**src/rtl/wia_pkg.sv**
```systemverilog
package wia_pkg;
    typedef enum logic [1:0] {
        ARB_IDLE    = 2'd0,
        ARB_CONTEND = 2'd1,
        ARB_OWNED   = 2'd2
    } arb_state_t;
endpackage

```
**src/rtl/wia_agent.sv**
```systemverilog
module wia_agent #(
    parameter int ID_W = 4
) (
    input  logic            clk,
    input  logic            rst_n,
    input  logic [ID_W-1:0] my_id,
    input  logic            req,
    input  logic            start,
    input  logic            step_en,
    input  logic            clear,
    input  logic            owned,
    input  logic [ID_W-1:0] lines,
    output logic [ID_W-1:0] drive,
    output logic            won
);
    logic joined;

    // Zero every bit at and below the highest position where the line is
    // high but this agent's identifier is low.
    function automatic logic [ID_W-1:0] pull_back(input logic [ID_W-1:0] id,
                                                  input logic [ID_W-1:0] pat);
        logic [ID_W-1:0] res;
        logic            hit;
        res = id;
        hit = 1'b0;
        for (int b = ID_W - 1; b >= 0; b--) begin
            if (pat[b] && !id[b]) hit = 1'b1;
            if (hit) res[b] = 1'b0;
        end
        return res;
    endfunction

    always_ff @(posedge clk or negedge rst_n) begin
        if (!rst_n) begin
            joined <= 1'b0;
            drive  <= '0;
        end else if (clear) begin
            joined <= 1'b0;
            drive  <= '0;
        end else if (start) begin
            joined <= req;
            drive  <= req ? my_id : '0;
        end else if (step_en && joined) begin
            drive  <= pull_back(my_id, lines);
        end
    end

    assign won = owned && joined && (lines == my_id);

    p_drive_subset_r3: assert property (@(posedge clk) disable iff (!rst_n)
        (drive & ~my_id) == '0);
    p_outsider_silent_r7: assert property (@(posedge clk) disable iff (!rst_n)
        !joined |-> (drive == '0) && !won);
endmodule

```
**src/rtl/wia_wired_or.sv**
```systemverilog
module wia_wired_or #(
    parameter int N_AGENTS = 4,
    parameter int ID_W     = 4
) (
    input  logic [N_AGENTS*ID_W-1:0] drives,
    output logic [ID_W-1:0]          lines
);
    always_comb begin
        lines = '0;
        for (int k = 0; k < N_AGENTS; k++) begin
            lines = lines | drives[k*ID_W +: ID_W];
        end
    end
endmodule

```
**src/rtl/wia_ctrl.sv**
```systemverilog
module wia_ctrl
    import wia_pkg::*;
#(
    parameter int ID_W = 4
) (
    input  logic            clk,
    input  logic            rst_n,
    input  logic            any_req,
    input  logic            winner_req,
    input  logic [ID_W-1:0] lines,
    output logic            start,
    output logic            step_en,
    output logic            clear,
    output logic            owned,
    output logic            active
);
    localparam int MAX_STEPS = ID_W;
    localparam int STEP_W    = $clog2(MAX_STEPS + 1);

    arb_state_t      state, state_nx;
    logic [STEP_W-1:0] steps;
    logic [ID_W-1:0]   prev_lines;
    logic              settled;

    assign settled = (steps != '0) &&
                     ((lines == prev_lines) || (steps == STEP_W'(MAX_STEPS)));

    always_comb begin
        state_nx = state;
        unique case (state)
            ARB_IDLE:    if (any_req)     state_nx = ARB_CONTEND;
            ARB_CONTEND: if (settled)     state_nx = ARB_OWNED;
            ARB_OWNED:   if (!winner_req) state_nx = ARB_IDLE;
            default:                      state_nx = ARB_IDLE;
        endcase
    end

    always_ff @(posedge clk or negedge rst_n) begin
        if (!rst_n) begin
            state      <= ARB_IDLE;
            steps      <= '0;
            prev_lines <= '0;
        end else begin
            state <= state_nx;
            if (state == ARB_CONTEND && !settled) begin
                steps      <= steps + 1'b1;
                prev_lines <= lines;
            end else if (state != ARB_CONTEND) begin
                steps      <= '0;
                prev_lines <= '0;
            end
        end
    end

    always_comb begin
        start   = 1'b0;
        step_en = 1'b0;
        clear   = 1'b0;
        owned   = 1'b0;
        active  = 1'b0;
        unique case (state)
            ARB_IDLE:    start = any_req;
            ARB_CONTEND: begin
                step_en = !settled;
                active  = 1'b1;
            end
            ARB_OWNED: begin
                owned  = 1'b1;
                active = 1'b1;
                clear  = !winner_req;
            end
            default: ;
        endcase
    end

    p_step_cap_r5: assert property (@(posedge clk) disable iff (!rst_n)
        steps <= STEP_W'(MAX_STEPS));
    p_idle_quiet_r8: assert property (@(posedge clk) disable iff (!rst_n)
        (state == ARB_IDLE) |-> (lines == '0));
    p_hold_lines_r6: assert property (@(posedge clk) disable iff (!rst_n)
        (state == ARB_OWNED && $past(state == ARB_OWNED)) |-> $stable(lines));
endmodule

```
**src/rtl/wired_id_arbiter.sv**
```systemverilog
module wired_id_arbiter #(
    parameter int N_AGENTS = 4,
    parameter int ID_W     = 4
) (
    input  logic                     clk,
    input  logic                     rst_n,
    input  logic [N_AGENTS-1:0]      req,
    input  logic [N_AGENTS*ID_W-1:0] agent_id,
    output logic [N_AGENTS-1:0]      grant,
    output logic [ID_W-1:0]          arb_lines,
    output logic                     arb_active
);
    logic [N_AGENTS*ID_W-1:0] drives;
    logic start, step_en, clear, owned;
    logic winner_req;

    assign winner_req = |(req & grant);

    wia_ctrl #(.ID_W(ID_W)) u_ctrl (
        .clk        (clk),
        .rst_n      (rst_n),
        .any_req    (|req),
        .winner_req (winner_req),
        .lines      (arb_lines),
        .start      (start),
        .step_en    (step_en),
        .clear      (clear),
        .owned      (owned),
        .active     (arb_active)
    );

    wia_wired_or #(.N_AGENTS(N_AGENTS), .ID_W(ID_W)) u_lines (
        .drives (drives),
        .lines  (arb_lines)
    );

    for (genvar g = 0; g < N_AGENTS; g++) begin : g_agent
        wia_agent #(.ID_W(ID_W)) u_agent (
            .clk     (clk),
            .rst_n   (rst_n),
            .my_id   (agent_id[g*ID_W +: ID_W]),
            .req     (req[g]),
            .start   (start),
            .step_en (step_en),
            .clear   (clear),
            .owned   (owned),
            .lines   (arb_lines),
            .drive   (drives[g*ID_W +: ID_W]),
            .won     (grant[g])
        );
    end

    p_single_grant_r4: assert property (@(posedge clk) disable iff (!rst_n)
        $onehot0(grant));
    p_grant_needs_active_r6: assert property (@(posedge clk) disable iff (!rst_n)
        (grant != '0) |-> arb_active);
endmodule

```
**config.mk**
```make
export PLATFORM = sky130hd
export DESIGN_NAME = wired_id_arbiter
export DESIGN_NICKNAME = d
export VERILOG_FILES = /design/src/rtl/wia_pkg.sv /design/src/rtl/wia_agent.sv /design/src/rtl/wia_wired_or.sv /design/src/rtl/wia_ctrl.sv /design/src/rtl/wired_id_arbiter.sv
export SDC_FILE = /design/constraint.sdc
export NUM_CORES = 1
export LEC_CHECK = 0
export ABC_AREA = 1
export BUFFER_PORTS_ARGS = -buffer_cell sky130_fd_sc_hd__buf_2
export CORE_MARGIN = 2
export CORE_UTILIZATION = 25
export DETAILED_ROUTE_END_ITERATION = 8
export HOLD_SLACK_MARGIN = 0.15
export PLACE_DENSITY = 0.46
export SYNTH_ARGS = -nofsm -noshare
export SYNTH_HDL_FRONTEND = slang
export SYNTH_HIERARCHICAL = 1
export SYNTH_SLANG_ARGS = --single-unit
```
**constraint.sdc**
```tcl
create_clock -name clk -period 4.8 [get_ports clk]
set_input_delay 0.96 -clock clk [delete_from_list [all_inputs] [get_ports clk]]
set_output_delay 0.96 -clock clk [all_outputs]
set_load 0.005 [all_outputs]
```
==> results of run 1 <==
[cells in the mapped netlist]
| library cell | instances | area share [%] |
|---|---|---|
| nand2_1 | 68 | 12 |
| dfrtp_1 | 29 | 35 |
| inv_1 | 43 | 7.7 |
| o21ai_0 | 8 | 1.9 |
| o21ai_1 | 4 | 0.96 |
| nand3_1 | 29 | 7.0 |
| buf_2 | 1 | 0.24 |
| inv_2 | 1 | 0.18 |
| nand3_2 | 5 | 2.4 |
| nor2_1 | 29 | 5.2 |
| xnor2_1 | 2 | 0.84 |
| nand2_2 | 10 | 3.0 |
| nand4_1 | 8 | 2.4 |
| nand3_4 | 1 | 0.84 |
| ha_1 | 23 | 14 |
| nor2_2 | 5 | 1.5 |
| a22oi_1 | 1 | 0.36 |
| o21bai_1 | 8 | 2.9 |
| o21ai_2 | 4 | 1.7 |
[through the flow]
step	total power (W)	util, %	cell area (um2)
floorplan	0.00104	-	2080
global placement	0.00131	29.0	2360
detailed placement	0.00131	29.0	2360
CTS	0.00155	30.3	2460
global route	0.00171	30.3	2460
finish	0.00152	30.3	2460
[kinds of logic (layout without fill, tap and decap cells)]
| kind of cell | after synthesis | in the layout | share of synthesized area [%] |
|---|---|---|---|
| and+or+nand+nor | 155 | 155 | 34.6 |
| buffers and inverters | 45 | 82 | 8.16 |
| DFF | 29 | 29 | 34.8 |
| AOI/OAI and AO/OA | 25 | 25 | 7.80 |
| adders and majority gates | 23 | 23 | 13.8 |
| xor gates and xnor gates | 2 | 2 | 0.840 |
[worst max path at each step]
stage	from	to	cells past startpoint
after floorplan	agent_id[5]	g_agent[0].u_agent/drive[0]	13
after global placement	agent_id[5]	g_agent[1].u_agent/drive[0]	14
after detailed placement	agent_id[5]	g_agent[1].u_agent/drive[1]	14
after CTS	g_agent[3].u_agent/drive[1]	g_agent[1].u_agent/drive[1]	14
after global routing	g_agent[1].u_agent/drive[2]	g_agent[1].u_agent/drive[1]	14
final	g_agent[3].u_agent/drive[1]	g_agent[1].u_agent/drive[1]	14
[final cells by class]
class | count | area [um2]
fill | 921 | 5670
multi-input combinational | 205 | 1190
sequential | 29 | 726
inverter | 44 | 165
timing repair buffer | 30 | 150
tap | 105 | 131
clock buffer | 7 | 96.3
clock inverter | 1 | 5.00
[power breakdown]
part	switching (W)	total [W]	leakage (nW)	internal, W
Combinational	0.000597	0.000897	0.878	0.000300
Clock	0.0000964	0.000226	0.0542	0.000130
Sequential	0.0000599	0.000397	0.383	0.000337
Total	0.000754	0.00152	1.32	0.000767
[critical path, stage by stage (launching register included)]
cell and delay [ns]:
dfrtp_1 0.41, nor2_1 0.15, nand2_1 0.27, ha_1 0.41
nand4_1 0.10, nor2_1 0.07, nand2_1 0.07, nand2_1 0.04
inv_1 0.04, nand2_1 0.06, nor2_1 0.77, nor2_2 0.16
nand2_2 0.17, nand3_2 0.11, o21bai_1 0.13
[layer usage]
| layer | vias to the layer above | GRT usage (%) |
|---|---|---|
| li1 | 962 | - |
| met1 | 827 | 17.3 |
| met2 | 28 | 21.1 |
| met3 | 2 | 2.92 |
| met4 | 0 | 3.99 |
| met5 | - | 0 |
[flip-flops by register name, summed over array words and instances, names as in the netlist]
register and flops:
g_agent.u_agent/drive 16, u_ctrl/prev_lines 4, u_ctrl/steps 3, u_ctrl/state 2
g_agent.u_agent/joined 4
==> results by group, run 1 <==
Yosys
  • Synth cell types: 19
  • Yosys warns: 6
  • #FFs+latches synth: 29
  • Post-Synthesis Cells: ~280
  • Avg Inst Size Synth: around 7.5 um2
  • Seq/Total Area, Yosys: between 30% and 40%
  • Syn nets: 324
  • Synthesized area: 0.00208 mm2

STA
  • Final Setup Violations: 0
  • Clk_skew: 0.00251 ns
  • Relative slew slack: 32.6%
  • RSZ-0062 raised after global routing: no
  • Setup TNS: 0 ns
  • Worst-Margin Slew: between 1 and 1.5 ns
  • Hold WS: 0.505 ns
  • Worst Slack Setup Final: between 1.5 and 2 ns
  • Period minus WS final: between 3 and 4 ns
  • Final Max Slew Viols: 0
  • Fin. Hold Viols: 0
  • Tcrit/Tclk final: 63.5%
  • Max Clk Rate: roughly 330 MHz

Pwr
  • Leakage Power: 1.32 nW
  • Worst vdd ir: approximately 0.23 mV
  • PwrDens: just over 600 mW/mm2

Worst setup path
  • WP data required: approximately 5.0 ns
  • Worst r2r dst: g_agent[1].u_agent/drive[1]
  • CP arrival: ~3.3 ns
  • R2R Setup Slk: approximately 1.8 ns
  • Launch point of the worst reg-to-reg path: g_agent[3].u_agent/drive[1]
  • FF-to-FF path depth: 14
  • CP Max Fanout: 12
  • Crit. End Element: flip-flop
  • Critical Path Start Type: flip-flop
  • Crit path kind: flip-flop to flip-flop

Floorplanning
  • Rows: 33
  • Die height: about 95 um
  • I/O pin count: 31
  • Die area: 0.00908 mm2
  • Initial Util: 25.6%
  • Die W: around 95 um
  • Core box area: 0.00813 mm2

Placed design
  • Cells after DPL: around 410
  • Setup WS pre-CTS: roughly 1.6 ns
  • IO Port Bufs: 30
  • Hpwl dp: 4280 um
  • Routability cong.: around 0.76

Clocking
  • CTS clk-pin slew, worst paths: about 0.060 ns
  • Post-CTS setup buffer count: 0
  • H-tree levels: 2
  • Sink Count: 29
  • CTS buffer count: 5
  • Worst-Skew Late Latency: between 0.2 and 0.3 ns
  • Root Driver: clkbuf_8
  • CTS tree: done
  • Cts hold-fix bufs: 0
  • Max Buffers Root-to-Sink: 2
  • PostCTS Resize Cnt: 0

Run status
  • Status: completed

Final layout
  • Fraction of layout cells with a size suffix above 1: around a fifth
  • N_diodes: 0
  • Commonest non-fill, non-tap cells in the layout: nand2_1 (68), inv_1 (43), buf_2 (30)
  • Commonest non-fill, non-tap cell in the layout: nand2_1
  • Final-stage net count: 360
  • Area Growth Syn to Fin: 18.1%
  • Fin cells: 421

Route
  • 1st-iter DRT viols: 53
  • DR pass1 iterations: 4
  • Via density: 4.32
  • Wire length per cell: ~13 um
  • DRT met1 WL: between 2000 and 3000 um
  • Vias: approximately 1800
  • Drc violations: 0
  • Max Used Layer: met4
  • DRT antenna net count: 0
  • Metal2 WL: between 2000 and 3000 um
  • DR WL met3: 247 um
  • Final WL: 5510 um

Hold path
  • HP Start: u_ctrl/state[1]
  • Hold Path Stages: 2
  • Hold EP: u_ctrl/state[1]
  • Hold WC Path Type: flip-flop to flip-flop

Global route
  • Initial antenna violation count: 0
  • Vias in the first global route: roughly 1800
  • Global-route wire length before repair: 8870 um
  • Total GRT Usage: about an eighth
  • Global route overflow: 0
  • Largest net degree at the start of global routing: 30

Flow run
  • Maxcap violations: 0
(Power assumes the default switching activity.)
==> run 2, diff against run 1 <==
--- a/config.mk
+++ b/config.mk
@@ -5,13 +5,13 @@
 export SDC_FILE = /design/constraint.sdc
 export NUM_CORES = 1
 export LEC_CHECK = 0
-export ABC_AREA = 1
+export ABC_AREA = 0
 export BUFFER_PORTS_ARGS = -buffer_cell sky130_fd_sc_hd__buf_2
 export CORE_MARGIN = 2
 export CORE_UTILIZATION = 25
 export DETAILED_ROUTE_END_ITERATION = 8
 export HOLD_SLACK_MARGIN = 0.15
-export PLACE_DENSITY = 0.46
+export PLACE_DENSITY = 0.48
 export SYNTH_ARGS = -nofsm -noshare
 export SYNTH_HDL_FRONTEND = slang
 export SYNTH_HIERARCHICAL = 1
==> constraint.sdc (replaced) <==
create_clock -name clk -period 2.7 [get_ports clk]
set_input_delay 0.54 -clock clk [delete_from_list [all_inputs] [get_ports clk]]
set_output_delay 0.54 -clock clk [all_outputs]
set_load 0.005 [all_outputs]
==> run 2 against run 1 <==
  * Total power up 120%
  * Clock power up 110%
  * Wire length up 12%
  * Critical endpoint is now grant[1]
  * Largest cell class unchanged
==> results by group, run 2 <==
Run status
  • Status: completed (unchanged)

Yosys
  • Synthesized area: 0.00209 mm2 (was 0.00208 mm2)
  • Seq/Total Area, Yosys: 34.8% (about the same)
  • Yosys top cell area share: 34.8% (about the same)
  • Syn nets: 263 (was 324)
  • Post-synthesis async set-or-reset flop share: 100% (unchanged)
  • Most area-consuming cells after synthesis: dfrtp_1 (35%), ha_1 (14%), a32o_1 (5.8%), inv_1 (5.0%), nand2_1 (5.0%) (was dfrtp_1 (35%), ha_1 (14%), nand2_1 (12%), inv_1 (7.7%), nand3_1 (7.0%))
  • Most frequent cell after synthesis: dfrtp_1 (was nand2_1)
  • Post-synth EDFFs: 0 (unchanged)
  • Post-Synthesis Cells: 218 (was 279)
  • Most common library cells after synthesis: dfrtp_1 (29), inv_1 (28), nand2_1 (28) (was nand2_1 (68), inv_1 (43), dfrtp_1 (29), nand3_1 (29), nor2_1 (29))
  • Most used DFF post-synth: dfrtp_1 (unchanged)
  • Yosys warns: 6 (unchanged)
  • #FFs+latches synth: 29 (unchanged)
  • Synth cell types: 41 (was 19)
  • Largest area contributor in the netlist: dfrtp_1 (unchanged)
  • Avg Inst Size Synth: 9.57 um2 (was 7.47 um2)

STA
  • Final Setup Violations: 0 (unchanged)
  • Hold WS: 0.295 ns (was 0.505 ns)
  • RSZ-0062 raised after global routing: yes (was no)
  • Max Clk Rate: 377 MHz
  • Setup TNS: 0 ns (unchanged)
  • Fin. Hold Viols: 0 (unchanged)
  • Clk_skew: 0.00333 ns (was 0.00251 ns)
  • Final Max Slew Viols: 0 (unchanged)
  • Period minus WS final: around 2.7 ns
  • Worst-Margin Slew: 0.704 ns (was 1.01 ns)
  • Tcrit/Tclk final: a little over nine tenths
  • Relative slew slack: 53.1% (was 32.6%)

Global route
  • Initial antenna violation count: 0 (unchanged)
  • Vias in the first global route: 1914 (was 1807)
  • Total GRT Usage: 14.2% (was 13.0%)
  • Global route overflow: 0 (unchanged)
  • Largest net degree at the start of global routing: 30 (unchanged)
  • Global-route wire length before repair: 9560 um (was 8870 um)

Route
  • Vias: 1893 (was 1819)
  • Via density: 5.01 (was 4.32)
  • 1st-iter DRT viols: 73 (was 53)
  • DR pass1 iterations: 4 (unchanged)
  • Final WL: 6160 um (was 5510 um)
  • DRT antenna net count: 0 (unchanged)
  • Drc violations: 0 (unchanged)
  • Wire length per cell: 16.3 um (was 13.1 um)

Floorplanning
  • I/O pin count: 31 (unchanged)
  • Die W: 95.4 um (was 95.3 um)
  • Die area: 0.00909 mm2 (was 0.00908 mm2)
  • Rows: 33 (unchanged)
  • Die height: 95.4 um (was 95.3 um)
  • Initial Util: 25.7% (was 25.6%)
  • Core box area: 0.00813 mm2 (unchanged)

Worst setup path
  • Critical path, cell by cell: or4_4, ha_4, nand4_1, nor2_2, buf_4, buf_6 (was nor2_1, nand2_1, ha_1, nand4_1, nor2_1, nand2_1, nand2_1, inv_1, nand2_1, nor2_1, nor2_2, nand2_2, nand3_2, o21bai_1)
  • CP Max Fanout: 6 (was 12)
  • WP data required: 2.16 ns (was 5.00 ns)
  • Slowest cell on crit path: or4_4 (was nor2_1)
  • Crit path buf inv count: 2 (was 1)
  • Top delay family on crit path: simple AND/OR/NAND/NOR gates (unchanged)
  • CP arrival: 2.11 ns (was 3.25 ns)
  • Crit. End Element: output pin (was flip-flop)
  • Crit path kind: flip-flop to output pin (was flip-flop to flip-flop)
  • Critical Path Start Type: flip-flop (unchanged)
  • Max incr delay on CP: 0.63 ns (was 0.77 ns)

Clocking
  • Worst-Skew Late Latency: 0.29 ns (was 0.27 ns)
  • Post-CTS setup buffer count: 0 (unchanged)
  • Max Buffers Root-to-Sink: 2 (unchanged)
  • Cts hold-fix bufs: 0 (unchanged)
  • CTS buffer count: 5 (unchanged)
  • CTS tree: done (unchanged)
  • Root Driver: clkbuf_8 (unchanged)
  • CTS clk-pin slew, worst paths: 0.07 ns (was 0.06 ns)
  • Sink Count: 29 (unchanged)
  • H-tree levels: 2 (unchanged)

Final layout
  • Fraction of layout cells with a size suffix above 1: 35.9% (was 20.3%)
  • Commonest non-fill, non-tap cells in the layout: dfrtp_1 (29), buf_2 (29), inv_1 (28) (was nand2_1 (68), inv_1 (43), buf_2 (30))
  • Area Growth Syn to Fin: 32.3% (was 18.1%)
  • Final-stage net count: 317 (was 360)
  • Non-Filler Cell Area, Final: 0.00276 mm2 (was 0.00246 mm2)
  • N_diodes: 0 (unchanged)
  • Largest regs: g_agent.u_agent/drive x16, g_agent.u_agent/joined x4, u_ctrl/prev_lines x4 (unchanged)
  • Filler cells: 818 (was 921)
  • Max reg flops: 16 (unchanged)
  • Most flops, register: g_agent.u_agent/drive (unchanged)

Pwr
  • Leakage Power: 1.31 nW (was 1.32 nW)
  • Worst vdd ir: 0.369 mV (was 0.233 mV)
  • PwrDens: 1220 mW/mm2 (was 617 mW/mm2)

Placed design
  • Routability cong.: 0.850 (was 0.759)
  • Hpwl dp: 4710 um (was 4280 um)
  • Cell Area, Placed: 0.00253 mm2 (was 0.00236 mm2)
  • IO Port Bufs: 30 (unchanged)

Flow run
  • Maxcap violations: 0 (unchanged)

Hold path
  • Hold WC Path Type: input port to asynchronous set/reset pin (was flip-flop to flip-flop)
[run 2: repair_timing]
action	in CTS	in global routing
hold endpoints to repair	0	0
gates resized for setup	18	10
endpoints found under the setup margin	22	21
pin swaps	2	8
[run 2: cell families after synthesis]
kind of cell | count (synthesis) | synth area share, %
DFF | 29 | 34.8
xor gates and xnor gates | 4 | 1.68
AOI/OAI and AO/OA | 56 | 22.8
buffers and inverters | 33 | 5.94
muxes | 2 | 1.26
and+or+nand+nor | 71 | 19.8
adders and majority gates | 23 | 13.8
[run 2: metrics by stage]
stage / total power (W) / instances / util [%] / setup WS (ns)
finish: 0.00337 / 378 / 33.9 / 0.0481
floorplan: 0.00196 / 218 / - / -0.00478
global route: 0.00363 / 378 / 33.9 / -0.0527
global placement: 0.00270 / 372 / 31.1 / -0.404
CTS: 0.00333 / 379 / 33.3 / 0.0146
detailed placement: 0.00270 / 372 / 31.1 / -0.331
[run 2: cell type report]
class | instances | area (um2) | share of cell area, %
multi-input combinational | 156 | 1350 | 49.0
sequential | 29 | 726 | 26.3
timing repair buffer | 52 | 329 | 11.9
tap | 105 | 131 | 4.76
inverter | 28 | 105 | 3.81
clock buffer | 7 | 86.3 | 3.13
clock inverter | 1 | 30.0 | 1.09
[run 2: final timing paths]
check                                       startpoint                     endpoint  slack (ns)  depth (start not counted)
hold / removal                                   rst_n  g_agent[1].u_agent/drive[0]        0.30                          1
hold reg to reg            g_agent[0].u_agent/drive[2]  g_agent[0].u_agent/drive[2]        0.50                          1
min in group clk           g_agent[0].u_agent/drive[2]  g_agent[0].u_agent/drive[2]        0.50                          1
max in group asynchronous                        rst_n              u_ctrl/steps[2]        1.95                          1
setup reg to reg           g_agent[0].u_agent/drive[1]  g_agent[2].u_agent/drive[3]        0.05                         11
setup / recovery           g_agent[0].u_agent/drive[1]                     grant[1]        0.05                          6
[run 2: routing by layer]
layer / vias up / wire, um / GRT usage, %
met1: 911 / 2750 / 17.6
li1: 923 / - / -
met3: 16 / 236 / 2.92
met4: 0 / 206 / 6.76
met5: - / 0 / 0
met2: 43 / 2970 / 23.4
[run 2: report_power, final]
group / leakage, nW / total (W) / internal (W) / switching (W)
registers: 0.382 / 0.000752 / 0.000602 / 0.000150
clock network: 0.0585 / 0.000479 / 0.000301 / 0.000178
logic: 0.867 / 0.00214 / 0.000990 / 0.00115
total: 1.31 / 0.00337 / 0.00189 / 0.00148
[run 2: worst register-to-register path, cell delays in order, from the launching register on]
cell	delay, ns
dfrtp_1	0.39
or4_4	0.63
ha_1	0.33
nand4_1	0.11
nor2_2	0.05
a22oi_2	0.22
nand2_2	0.09
nor2b_2	0.15
buf_6	0.14
a211oi_1	0.05
buf_4	0.15
a32o_1	0.21
